## config.mk

```make
export PLATFORM = sky130hd
export DESIGN_NAME = link_conn_ctrl
export DESIGN_NICKNAME = d
export VERILOG_FILES = /design/src/rtl/lcc_pkg.sv /design/src/rtl/lcc_in_reg.sv /design/src/rtl/lcc_fsm.sv /design/src/rtl/lcc_out.sv /design/src/rtl/link_conn_ctrl.sv
export SDC_FILE = /design/constraint.sdc
export NUM_CORES = 1
export LEC_CHECK = 0
export CORE_AREA = 2 2 39 41
export DETAILED_ROUTE_END_ITERATION = 10
export DIE_AREA = 0 0 41 43
export SYNTH_ARGS = -nofsm -noshare
export SYNTH_HDL_FRONTEND = slang
export SYNTH_SLANG_ARGS = --single-unit
```

## constraint.sdc

```tcl
create_clock -name clk -period 2.9 [get_ports clk]
set_clock_uncertainty 0.1 [all_clocks]
set_input_delay 0.87 -clock clk [delete_from_list [all_inputs] [get_ports clk]]
set_output_delay 0.87 -clock clk [all_outputs]
set_load 0.02 [all_outputs]
```

## src/rtl/lcc_pkg.sv

```systemverilog
package lcc_pkg;

    typedef enum logic [1:0] {
        ST_IDLE         = 2'b00,
        ST_CONNECTED    = 2'b01,
        ST_REJECT_PULSE = 2'b10,
        ST_REJECT_LOCK  = 2'b11
    } lcc_state_t;

    localparam logic [1:0] MODE_ONLINE = 2'b01;

endpackage

```

## src/rtl/lcc_in_reg.sv

```systemverilog
module lcc_in_reg #(
    parameter int W = 2
) (
    input  logic         clk,
    input  logic         rst,
    input  logic [W-1:0] d,
    output logic [W-1:0] q
);
    // one flop per incoming line; lines are already synchronous
    for (genvar g = 0; g < W; g++) begin : g_bit
        always_ff @(posedge clk) begin
            if (rst) q[g] <= 1'b0;
            else     q[g] <= d[g];
        end
    end
endmodule

```

## src/rtl/lcc_fsm.sv

```systemverilog
module lcc_fsm
    import lcc_pkg::*;
#(
    parameter int REJ_CYCLES = 4,
    localparam int CW = (REJ_CYCLES > 1) ? $clog2(REJ_CYCLES) : 1
) (
    input  logic          clk,
    input  logic          rst,
    input  logic          online,
    input  logic          req_q,
    input  logic          host_conn,
    input  logic          host_accept,
    output lcc_state_t    state,
    output logic [CW-1:0] cnt
);
    localparam logic [CW-1:0] CNT_LAST = CW'(REJ_CYCLES - 1);

    lcc_state_t    state_nx;
    logic [CW-1:0] cnt_nx;

    always_comb begin
        state_nx = state;
        cnt_nx   = cnt;
        if (!online) begin
            state_nx = ST_IDLE;
            cnt_nx   = '0;
        end else begin
            unique case (state)
                ST_IDLE: begin
                    if (host_conn && req_q) begin
                        cnt_nx   = '0;
                        state_nx = host_accept ? ST_CONNECTED : ST_REJECT_PULSE;
                    end
                end
                ST_CONNECTED: begin
                    if (!host_conn) state_nx = ST_IDLE;
                end
                ST_REJECT_PULSE: begin
                    if (cnt == CNT_LAST) begin
                        cnt_nx   = '0;
                        state_nx = host_conn ? ST_REJECT_LOCK : ST_IDLE;
                    end else begin
                        cnt_nx = cnt + 1'b1;
                    end
                end
                ST_REJECT_LOCK: begin
                    if (!host_conn) state_nx = ST_IDLE;
                end
                default: state_nx = ST_IDLE;
            endcase
        end
    end

    always_ff @(posedge clk) begin
        if (rst) begin
            state <= ST_IDLE;
            cnt   <= '0;
        end else begin
            state <= state_nx;
            cnt   <= cnt_nx;
        end
    end

    assert_accept_hold_R3: assert property (@(posedge clk) disable iff (rst)
        (state == ST_CONNECTED && host_conn && online) |=> state == ST_CONNECTED);

    assert_pulse_step_R4: assert property (@(posedge clk) disable iff (rst)
        (state == ST_REJECT_PULSE && cnt != CNT_LAST && online)
        |=> (state == ST_REJECT_PULSE && cnt == CW'($past(cnt) + 1'b1)));

    assert_lock_hold_R6: assert property (@(posedge clk) disable iff (rst)
        (state == ST_REJECT_LOCK && host_conn && online) |=> state == ST_REJECT_LOCK);

    assert_disconnect_R7: assert property (@(posedge clk) disable iff (rst)
        (state == ST_CONNECTED && !host_conn) |=> state == ST_IDLE);

    assert_mode_idle_R10: assert property (@(posedge clk) disable iff (rst)
        !online |=> state == ST_IDLE);
endmodule

```

## src/rtl/lcc_out.sv

```systemverilog
module lcc_out
    import lcc_pkg::*;
(
    input  logic       online,
    input  lcc_state_t state,
    input  logic       req_q,
    input  logic       icon_q,
    output logic       conn_out,
    output logic       conn_req,
    output logic       src_avail
);
    always_comb begin
        conn_out  = 1'b0;
        conn_req  = 1'b0;
        src_avail = online && icon_q;
        if (online) begin
            unique case (state)
                ST_IDLE: begin
                    conn_req = req_q;
                end
                ST_CONNECTED, ST_REJECT_PULSE: begin
                    conn_out = 1'b1;
                    conn_req = req_q;
                end
                ST_REJECT_LOCK: begin
                    conn_req = 1'b0;
                end
                default: conn_out = 1'b0;
            endcase
        end
    end
endmodule

```

## src/rtl/link_conn_ctrl.sv

```systemverilog
module link_conn_ctrl
    import lcc_pkg::*;
#(
    parameter int REJ_CYCLES = 4
) (
    input  logic       clk,
    input  logic       rst,
    input  logic [1:0] mode,
    input  logic       req_in,
    input  logic       icon_in,
    input  logic       host_conn,
    input  logic       host_accept,
    output logic       conn_out,
    output logic       conn_req,
    output logic       src_avail
);
    localparam int CW = (REJ_CYCLES > 1) ? $clog2(REJ_CYCLES) : 1;

    logic [1:0]    line_q;
    lcc_state_t    state;
    logic [CW-1:0] cnt;
    logic          online;

    assign online = (mode == MODE_ONLINE);

    lcc_in_reg #(.W(2)) u_in (
        .clk (clk),
        .rst (rst),
        .d   ({icon_in, req_in}),
        .q   (line_q)
    );

    lcc_fsm #(.REJ_CYCLES(REJ_CYCLES)) u_fsm (
        .clk         (clk),
        .rst         (rst),
        .online      (online),
        .req_q       (line_q[0]),
        .host_conn   (host_conn),
        .host_accept (host_accept),
        .state       (state),
        .cnt         (cnt)
    );

    lcc_out u_out (
        .online    (online),
        .state     (state),
        .req_q     (line_q[0]),
        .icon_q    (line_q[1]),
        .conn_out  (conn_out),
        .conn_req  (conn_req),
        .src_avail (src_avail)
    );

    assert_offline_quiet_R10: assert property (@(posedge clk) disable iff (rst)
        (mode != MODE_ONLINE) |-> (!conn_out && !conn_req && !src_avail));

    assert_idle_no_conn_R2: assert property (@(posedge clk) disable iff (rst)
        (!host_conn && state == ST_IDLE) |=> !($past(state) == ST_IDLE && conn_out));

    assert_req_source_R8: assert property (@(posedge clk) disable iff (rst)
        conn_req |-> $past(req_in));
endmodule

```

-- Word level (Yosys, flattened, before mapping)
Index checks and enable logic that the tools add are counted.
- add/sub/neg operators: 1
- multipliers: 0
- divide/modulo/power cells: 0
- $lt $le $gt $ge: 0
- equal/unequal tests: 8
- shift-type cells: 0
- multiplexer cells: 13
- bitwise gates (word level): 1
- reductions and logical operators: 10
- operator list (cell ; number):
    2-bit 2-to-1 mux ; 7
    2-bit equality test, second input constant ; 3
    2-bit one-hot mux with 3 select lines ; 1
    2-bit OR reduction ; 3
    2-bit by 1-bit equality test with 1-bit output, second input constant ; 2
    2-bit by 1-bit != test with 1-bit output, second input constant ; 2
    2-bit one-hot mux with 2 select lines ; 1
    1-bit 2-to-1 mux ; 3
    3-bit AND reduction ; 1
    3-bit OR reduction ; 1
    2-bit by 1-bit adder with 2-bit output, second input constant ; 1
    1-bit logical AND ; 2
    2-bit zero test ; 1
    2-bit != test, second input constant ; 1
    1-bit one-hot mux with 2 select lines ; 1
    2-bit AND reduction ; 1
    2-bit nonzero test ; 1
    1-bit NOT ; 1
- bits in registers: 6
- latch bits: 0
- bits in writable memories: 0
- bits in read-only memories: 0
- memories: 0

-- Logic depth before layout (Yosys ltp)
Gate-level depths: netlist (run 1).
- word-level depth: 4
- mapped depth: 5
- depth with buffers taken out: 5

-- By module
Synthesis (run 1) repeated with hierarchy kept, for this count alone.
- cell total of the unflattened synthesis: 30
- area total of the unflattened synthesis: 286.5 µm²
- by module, submodules not included (module ; instances ; cells each ; area each (µm²)):
    lcc_fsm ; 1 ; 21 ; 183.9
    lcc_in_reg ; 1 ; 4 ; 52.6
    lcc_out ; 1 ; 4 ; 36.3
    link_conn_ctrl ; 1 ; 1 ; 13.8

-- Worst setup path before layout (run 1)
OpenSTA, ideal clock, no wires.
- path kind: in2out
- start: in mode[0]
- end: out conn_req
- data arrival time: 1.327 ns
- slack: 0.603 ns
- stages: 2
- buffers on the path: 0
- cells stage by stage: nor2b_1 -> and3b_1
- word-level cells in the longest chain between the ends: 2
- ends and longest elaborated chain (what ; line ; text):
    start: declaration ; link_conn_ctrl.sv:8 ; input logic [1:0] mode,
    2-bit by 1-bit equality test with 1-bit output ; link_conn_ctrl.sv:24 ; assign online = (mode == MODE_ONLINE);
    1-bit 2-to-1 mux ; lcc_out.sv:16 ; if (online) begin
    end: declaration ; link_conn_ctrl.sv:14 ; output logic conn_req,
Every way passes these cells.

-- Worst setup path after layout (run 1)
- start: in mode[0]
- end: out src_avail
- word-level cells in the longest chain between the ends: 2
- ends and longest elaborated chain (what ; line ; text):
    2-bit by 1-bit equality test with 1-bit output ; link_conn_ctrl.sv:24 ;
    1-bit logical AND ; lcc_out.sv:15 ; src_avail = online && icon_q;
    end: declaration ; link_conn_ctrl.sv:15 ; output logic src_avail
Every way passes these cells.

==> results of run 1 <==
stage by stage:
step,area [sq um],worst slack [ns]
after detailed placement,489,-0.402
after floorplan,369,0.603
final,517,0.0698
after global routing,517,0.00179
after CTS,523,0.0232
after global placement,489,-0.410
final cells by class:
type                            count  area (sq um)  share of cell area [%]
Inverter                            2          7.51                    1.45
Clock buffer                        3          22.5                    4.36
Multi-Input combinational cell     32           249                    48.2
Tap cell                           16          20.0                    3.87
Timing Repair Buffer               10          97.6                    18.9
Sequential cell                     6           120                    23.2
flip-flops by register name (all words and copies together) (netlist names):
signal       cells
u_fsm.state      2
u_fsm.cnt        2
u_in.q           2
worst register-to-register path, stage by stage (launching register included):
cell and delay, ns:
dfxtp_1 0.34, inv_1 0.09, ha_1 0.26, and3b_2 0.24
o2111ai_1 0.21, a21oi_1 0.10
power groups by stage:
stage	logic (mW)	clock network (mW)	registers [mW]
3_5_place_dp	0.0222	0	0.0867
6_report	0.0229	0.0718	0.0854
5_1_grt	0.0250	0.0824	0.0853
3_3_place_gp	0.0222	0	0.0868
2_1_floorplan	0.00915	0	0.0866
4_1_cts	0.0234	0.0766	0.0854
cells by family (layout without fill, tap and decap cells):
family	Yosys count	in the layout	share of synthesized area (%)
AO/OA/AOI/OAI	12	12	22.4
buffers and inverters	2	15	2.03
adder cells (fa/ha/maj)	5	5	16.9
flip-flops	6	6	32.5
AND/OR/NAND/NOR	15	15	26.1
metal layers:
layer	share of wire (%)	vias up
li1	-	171
met1	48	144
met2	46	8
met3	6.0	0
met4	0	0
met5	0	-
timing repair:
action,in CTS,in global routing
endpoints found under the hold margin,0,0
endpoints found under the setup margin,3,1
gates resized for setup,11,1
buffers inserted,0,0
gates cloned,0,0
worst min path at each step:
stage                 start            to  slack [ns]
6_report       u_fsm.cnt[1]  u_fsm.cnt[1]        0.39
5_1_grt        u_fsm.cnt[0]  u_fsm.cnt[0]        0.41
4_1_cts        u_fsm.cnt[1]  u_fsm.cnt[1]        0.39
3_5_place_dp   u_fsm.cnt[1]  u_fsm.cnt[1]        0.39
3_3_place_gp   u_fsm.cnt[1]  u_fsm.cnt[1]        0.38
2_1_floorplan  u_fsm.cnt[1]  u_fsm.cnt[1]        0.35
layout by cell type (no fill, tap or decap):
cell type | synthesis | routed
and2_1 | 3 | 3
a21bo_2 | 1 | 1
nand2b_2 | 1 | 1
nand2b_1 | 1 | 1
clkdlybuf4s50_1 | 0 | 7
nor2b_1 | 4 | 3
a21oi_1 | 4 | 4
buf_2 | 0 | 1
a31o_2 | 1 | 1
ha_1 | 5 | 5
nor2b_4 | 0 | 1
inv_1 | 2 | 2
clkbuf_4 | 0 | 3
a31o_1 | 1 | 1
o2111ai_1 | 2 | 2
a21boi_1 | 1 | 1
nand3_1 | 1 | 1
nor2_1 | 1 | 1
clkdlybuf4s15_2 | 0 | 2
and3b_1 | 1 | 1
dfxtp_1 | 6 | 6
and3b_2 | 1 | 1
nand2_1 | 1 | 1
o21ai_0 | 2 | 2
or3_1 | 1 | 1
==> results.md, run 1 <==
- Vias: 323
- Worst skew pair latency: 0.24 ns
- Startpoint types: primary input
- Most Crowded Layer GR: met2
- Synth area leader: dfxtp_1
- Setup TNS: 0 ns
- Share of cells above drive strength 1: 20.8%
- Worst Hold Path Cells: 2
- RR Startpoint: u_fsm.state[0]
- Max Clock Freq: 0.353 GHz
- Hold_ws: 0.395 ns
- RSZ-0062 raised after global routing: no
- Vias per cell: 4.68
- DIE AREA: 1760 sq um
- # rows: 14
- Die Y: 43 microns
- Initial drt markers: 5
- GRT Residual Overflow: 0
- Part of the cycle the worst path needs: 97.6%
- Root buf cell: clkbuf_4
- CTS H-Tree Depth: 1
- N_diodes: 0
- Crit path capture: src_avail
- Post-synth EDFFs: 0
- Fillers: 149
- Critical path class: primary input to output pin
- Area Overhead vs Synth: 40.0%
- Required @ worst endpoint: 1.93 ns
- Clk pin slew, worst setup/hold paths: 0.04 ns
- Post-layout total power: 0.180 mW
- Pwr/cell area: 349 nW/um^2
- Hold Fails Final Rpt: 0
- Global-route wire length before repair: 1080 microns
- Synth area leaders: dfxtp_1 33%, ha_1 17%, nor2b_1 6.8%
- Global routing usage on met1: 9.97%
- Post-route ant nets: 0
- Combinational power share: 12.7%
- Worst rel slew slack: 87.5%
- Top cell type's share of synthesized area: 32.5%
- Max-Cap Viols: 0
- RD Place Congestion: 0.641
- CP Cell Sequence: clkdlybuf4s50_1 -> nor2b_4 -> and2_1 -> clkdlybuf4s15_2
- Async SR Flop Fraction: 0%
- Die W: 41 microns
- Critical path peak fanout: 4
- Mapped Cells: 40
- Biggest cell delay along the critical path: 0.45 ns
- Drt wl/cell: 9.88 microns
- CTS max path bufs: 2
- Sw power: 0.0347 mW
- Core box area: 1380 sq um
- Final min period: 2.83 ns
- Top cells by count, synth: 6 x dfxtp_1, 5 x ha_1, 4 x a21oi_1, 4 x nor2b_1, 3 x and2_1
- Nets: 68
- Syn nets: 53
- CP bufs+invs: 2
- Seq pwr share: 47.4%
- Pin count of the biggest net entering global routing: 6
- Residual DRC: 0
- Crit path depth: 4
- Crit path arrival time: 1.86 ns
- Int Power: 0.145 mW
- Met3 global-route usage: 4.71%
- Fin cells: 69
- IO buf count: 10
- Pre-Repair DR Iteration Count: 4
- Nature of the critical path endpoint: output pin
- Run status: finished, final reports clean
- Placed cells: 66
- Final max-slew violation count: 0
- Pleak: 0.208 nW
- Syn_area_per_cell: 9.23 sq um
- Vias in the first global route: 294
- Critical Path Source: mode[0]
- Total GRT Usage: 9.44%
- Initial Util: 26.7%
- GR Util met2: 14.1%
- CTS tree: yes
- Synth unique cells: 20
- Cts hold-fix bufs: 0
- Final core occ: 37.3%
- Initial antenna violation count: 0
- Worst Hold Class: register to register
- Register bit total from synthesis: 6
- Switch share: 19.3%
- R2R Setup Slk: 1.44 ns
- CP top delay family: buffers and inverters
- Maximum VDD drop: 152 uV
- Sink Count: 6
- Worst R2R End: u_fsm.state[1]
- # setup viols final: 0
- Top_reg_cell synth: dfxtp_1
- WL final: 682 microns
- CTS buffer count: 3
- Most frequent cell after synthesis: dfxtp_1
- Post-synthesis sequential area ratio: 32.5%
- Worst R2R Path Depth: 5
- Slew @ Worst Pin: 0.188 ns
- Clock Power Share: 39.9%
- IO Pins: 11
- Post-Syn Area: 369 sq um
- Ys Warns: 0
- Worst path slowest cell: clkdlybuf4s50_1
(Power assumes the default switching activity.)
==> run 2: changes to the inputs <==
CAP_MARGIN = 5   (was unset)
==> results of run 2 <==
The final DEF is identical to that of run 1; final timing and power are the same.
==> run 3: changes to the inputs <==
ABC_AREA = 1   (was unset)
SKIP_CTS_REPAIR_TIMING = 1   (was unset)
==> results.md, run 3 <==
- Core box area: 1380 sq um
- Root buf cell: clkbuf_4
- Post-synth EDFFs: 0
- Post-Place Setup Slack: -0.280 ns
- Hold Fails Final Rpt: 0
- Initial Util: 28.1%
- CTS max path bufs: 2
- Largest registers: u_fsm.cnt: 2 flops, u_fsm.state: 2 flops, u_in.q: 2 flops
- Worst skew pair latency: 0.24 ns
- Pre-Repair DR Iteration Count: 4
- Top cells by count, synth: 13 x nand2_1, 11 x nor2_1, 10 x inv_1
- Vias: 358
- Die W: 41 microns
- Total GRT Usage: 11.4%
- Top cell type's share of synthesized area: 30.9%
- Post-layout total power: 0.193 mW
- Drt wl/cell: 8.01 microns
- Post-route setup slack: 0.112 ns
- Max Clock Freq: 0.359 GHz
- Crit path arrival time: 1.82 ns
- # rows: 14
- Worst hold start: u_fsm.cnt[1]
- Worst rel slew slack: 85.0%
- Die Y: 43 microns
- FF+latch area: 120 sq um
- Vias in the first global route: 340
- Async SR Flop Fraction: 0%
- Startpoint types: primary input
- Pwr/cell area: 353 nW/um^2
- WL final: 697 microns
- Critical Path Source: mode[0]
- Final min period: 2.79 ns
- RSZ-0062 raised after global routing: no
- Maximum VDD drop: 162 uV
- IO Pins: 11
- Area Overhead vs Synth: 40.5%
- Clk pin slew, worst setup/hold paths: 0.05 ns
- Post-Syn Area: 389 sq um
- Syn_area_per_cell: 6.83 sq um
- Register bit total from synthesis: 6
- IO buf count: 10
- Detailed Place HPWL: 571 microns
- Max-Cap Viols: 0
- Part of the cycle the worst path needs: 96.2%
- Critical path peak fanout: 2
- CTS buffer count: 3
- Synth area leader: dfxtp_1
- Worst Hold Class: register to register
- Commonest cells after routing, fill and taps aside: 13 x nand2_1, 11 x nor2_1, 10 x inv_1
- Fin cells: 87
- Mapped Cells: 57
- N_diodes: 0
- Nature of the critical path endpoint: output pin
- Nets: 86
- Initial drt markers: 3
- RD Place Congestion: 0.682
- Global-route wire length before repair: 1210 microns
- Synth area leaders: dfxtp_1 31%, ha_1 16%, nand2_1 13%
- Most frequent cell after synthesis: nand2_1
- Pleak: 0.319 nW
- Pin count of the biggest net entering global routing: 5
- Ys Warns: 0
- Syn nets: 70
- GRT Residual Overflow: 0
- Slew @ Worst Pin: 0.225 ns
- Area of the multi-input gates: 228 sq um
- Vias per cell: 4.11
- Post-synthesis sequential area ratio: 30.9%
- Sink Count: 6
- Required @ worst endpoint: 1.93 ns
- CTS tree: yes
- Final max-slew violation count: 0
- DIE AREA: 1760 sq um
- Synth unique cells: 13
- Run status: finished, final reports clean
- Residual DRC: 0
- Placed cells: 84
- CTS H-Tree Depth: 1
- # setup viols final: 0
- RR Startpoint: u_fsm.state[0]
- Commonest non-fill, non-tap cell in the layout: nand2_1
- Initial antenna violation count: 0
- Share of cells above drive strength 1: 14.1%
- Top_reg_cell synth: dfxtp_1
- Post-route ant nets: 0
- Critical path class: primary input to output pin
- Fillers: 162
-- run 3: changes by cell type in the layout (fill, tap and decap cells not counted), moves of 3 or more --
cell	before	now
inv_1	2	10
a21oi_1	4	0
nand2_1	1	13
dlymetal6s2s_1	0	3
nand3_1	1	4
nor2b_1	3	0
and2_1	3	0
nor2_1	1	11
-- run 3: critical path, stage by stage --
cell             delay, ns
clkdlybuf4s50_1       0.45
inv_1                 0.04
nor2_2                0.10
nand2_1               0.06
nor2_1                0.07
dlymetal6s2s_1        0.22
-- run 3: cells by family (layout without fill, tap and decap cells) --
logic type	after synthesis	count (layout)	share of synthesized area [%]
simple gates	32	32	37.0
buf+inv	11	25	10.6
flops	6	6	30.9
fa+ha+maj	5	5	16.1
compound gates	3	3	5.47
-- run 3: path summary, 6_finish.rpt --
kind               endpoint  slack [ns]  cells past startpoint
max                conn_req        0.11                      6
max reg2reg  u_fsm.state[1]        1.59                      6
min reg2reg    u_fsm.cnt[1]        0.40                      2
min            u_fsm.cnt[1]        0.40                      2
-- run 3: metal layers --
layer | share of wire [%] | global-route usage, % | vias up | routed length, microns
met5 | 0 | 0 | - | 0
met4 | 2.4 | 16.0 | 0 | 17
met3 | 6.7 | 3.14 | 2 | 47
met2 | 50 | 15.3 | 12 | 349
met1 | 41 | 11.0 | 145 | 283
li1 | - | - | 199 | -
-- run 3: final cells by class --
cell class	instances	area share (%)
Timing Repair Buffer	11	21.1
Clock buffer	3	4.12
Inverter	11	7.55
Tap cell	16	3.66
Multi-Input combinational cell	40	41.6
Sequential cell	6	22.0
-- run 3: stage by stage --
stage | hold slack, ns | setup TNS (ns) | instance area [sq um] | util, %
5_1_grt | 0.422 | 0 | 547 | 39.5
6_report | 0.400 | 0 | 547 | 39.5
3_3_place_gp | 0.386 | -0.835 | 517 | 37.3
3_5_place_dp | 0.394 | -0.829 | 517 | 37.3
4_1_cts | 0.400 | -0.869 | 539 | 39.0
2_1_floorplan | 0.371 | 0 | 389 | -
-- run 3: report_power, final --
group          switching, mW  total, mW  internal, mW
clock network         0.0300     0.0768        0.0468
registers            0.00145     0.0863        0.0849
logic                 0.0135     0.0298        0.0163
total                 0.0450      0.193         0.148
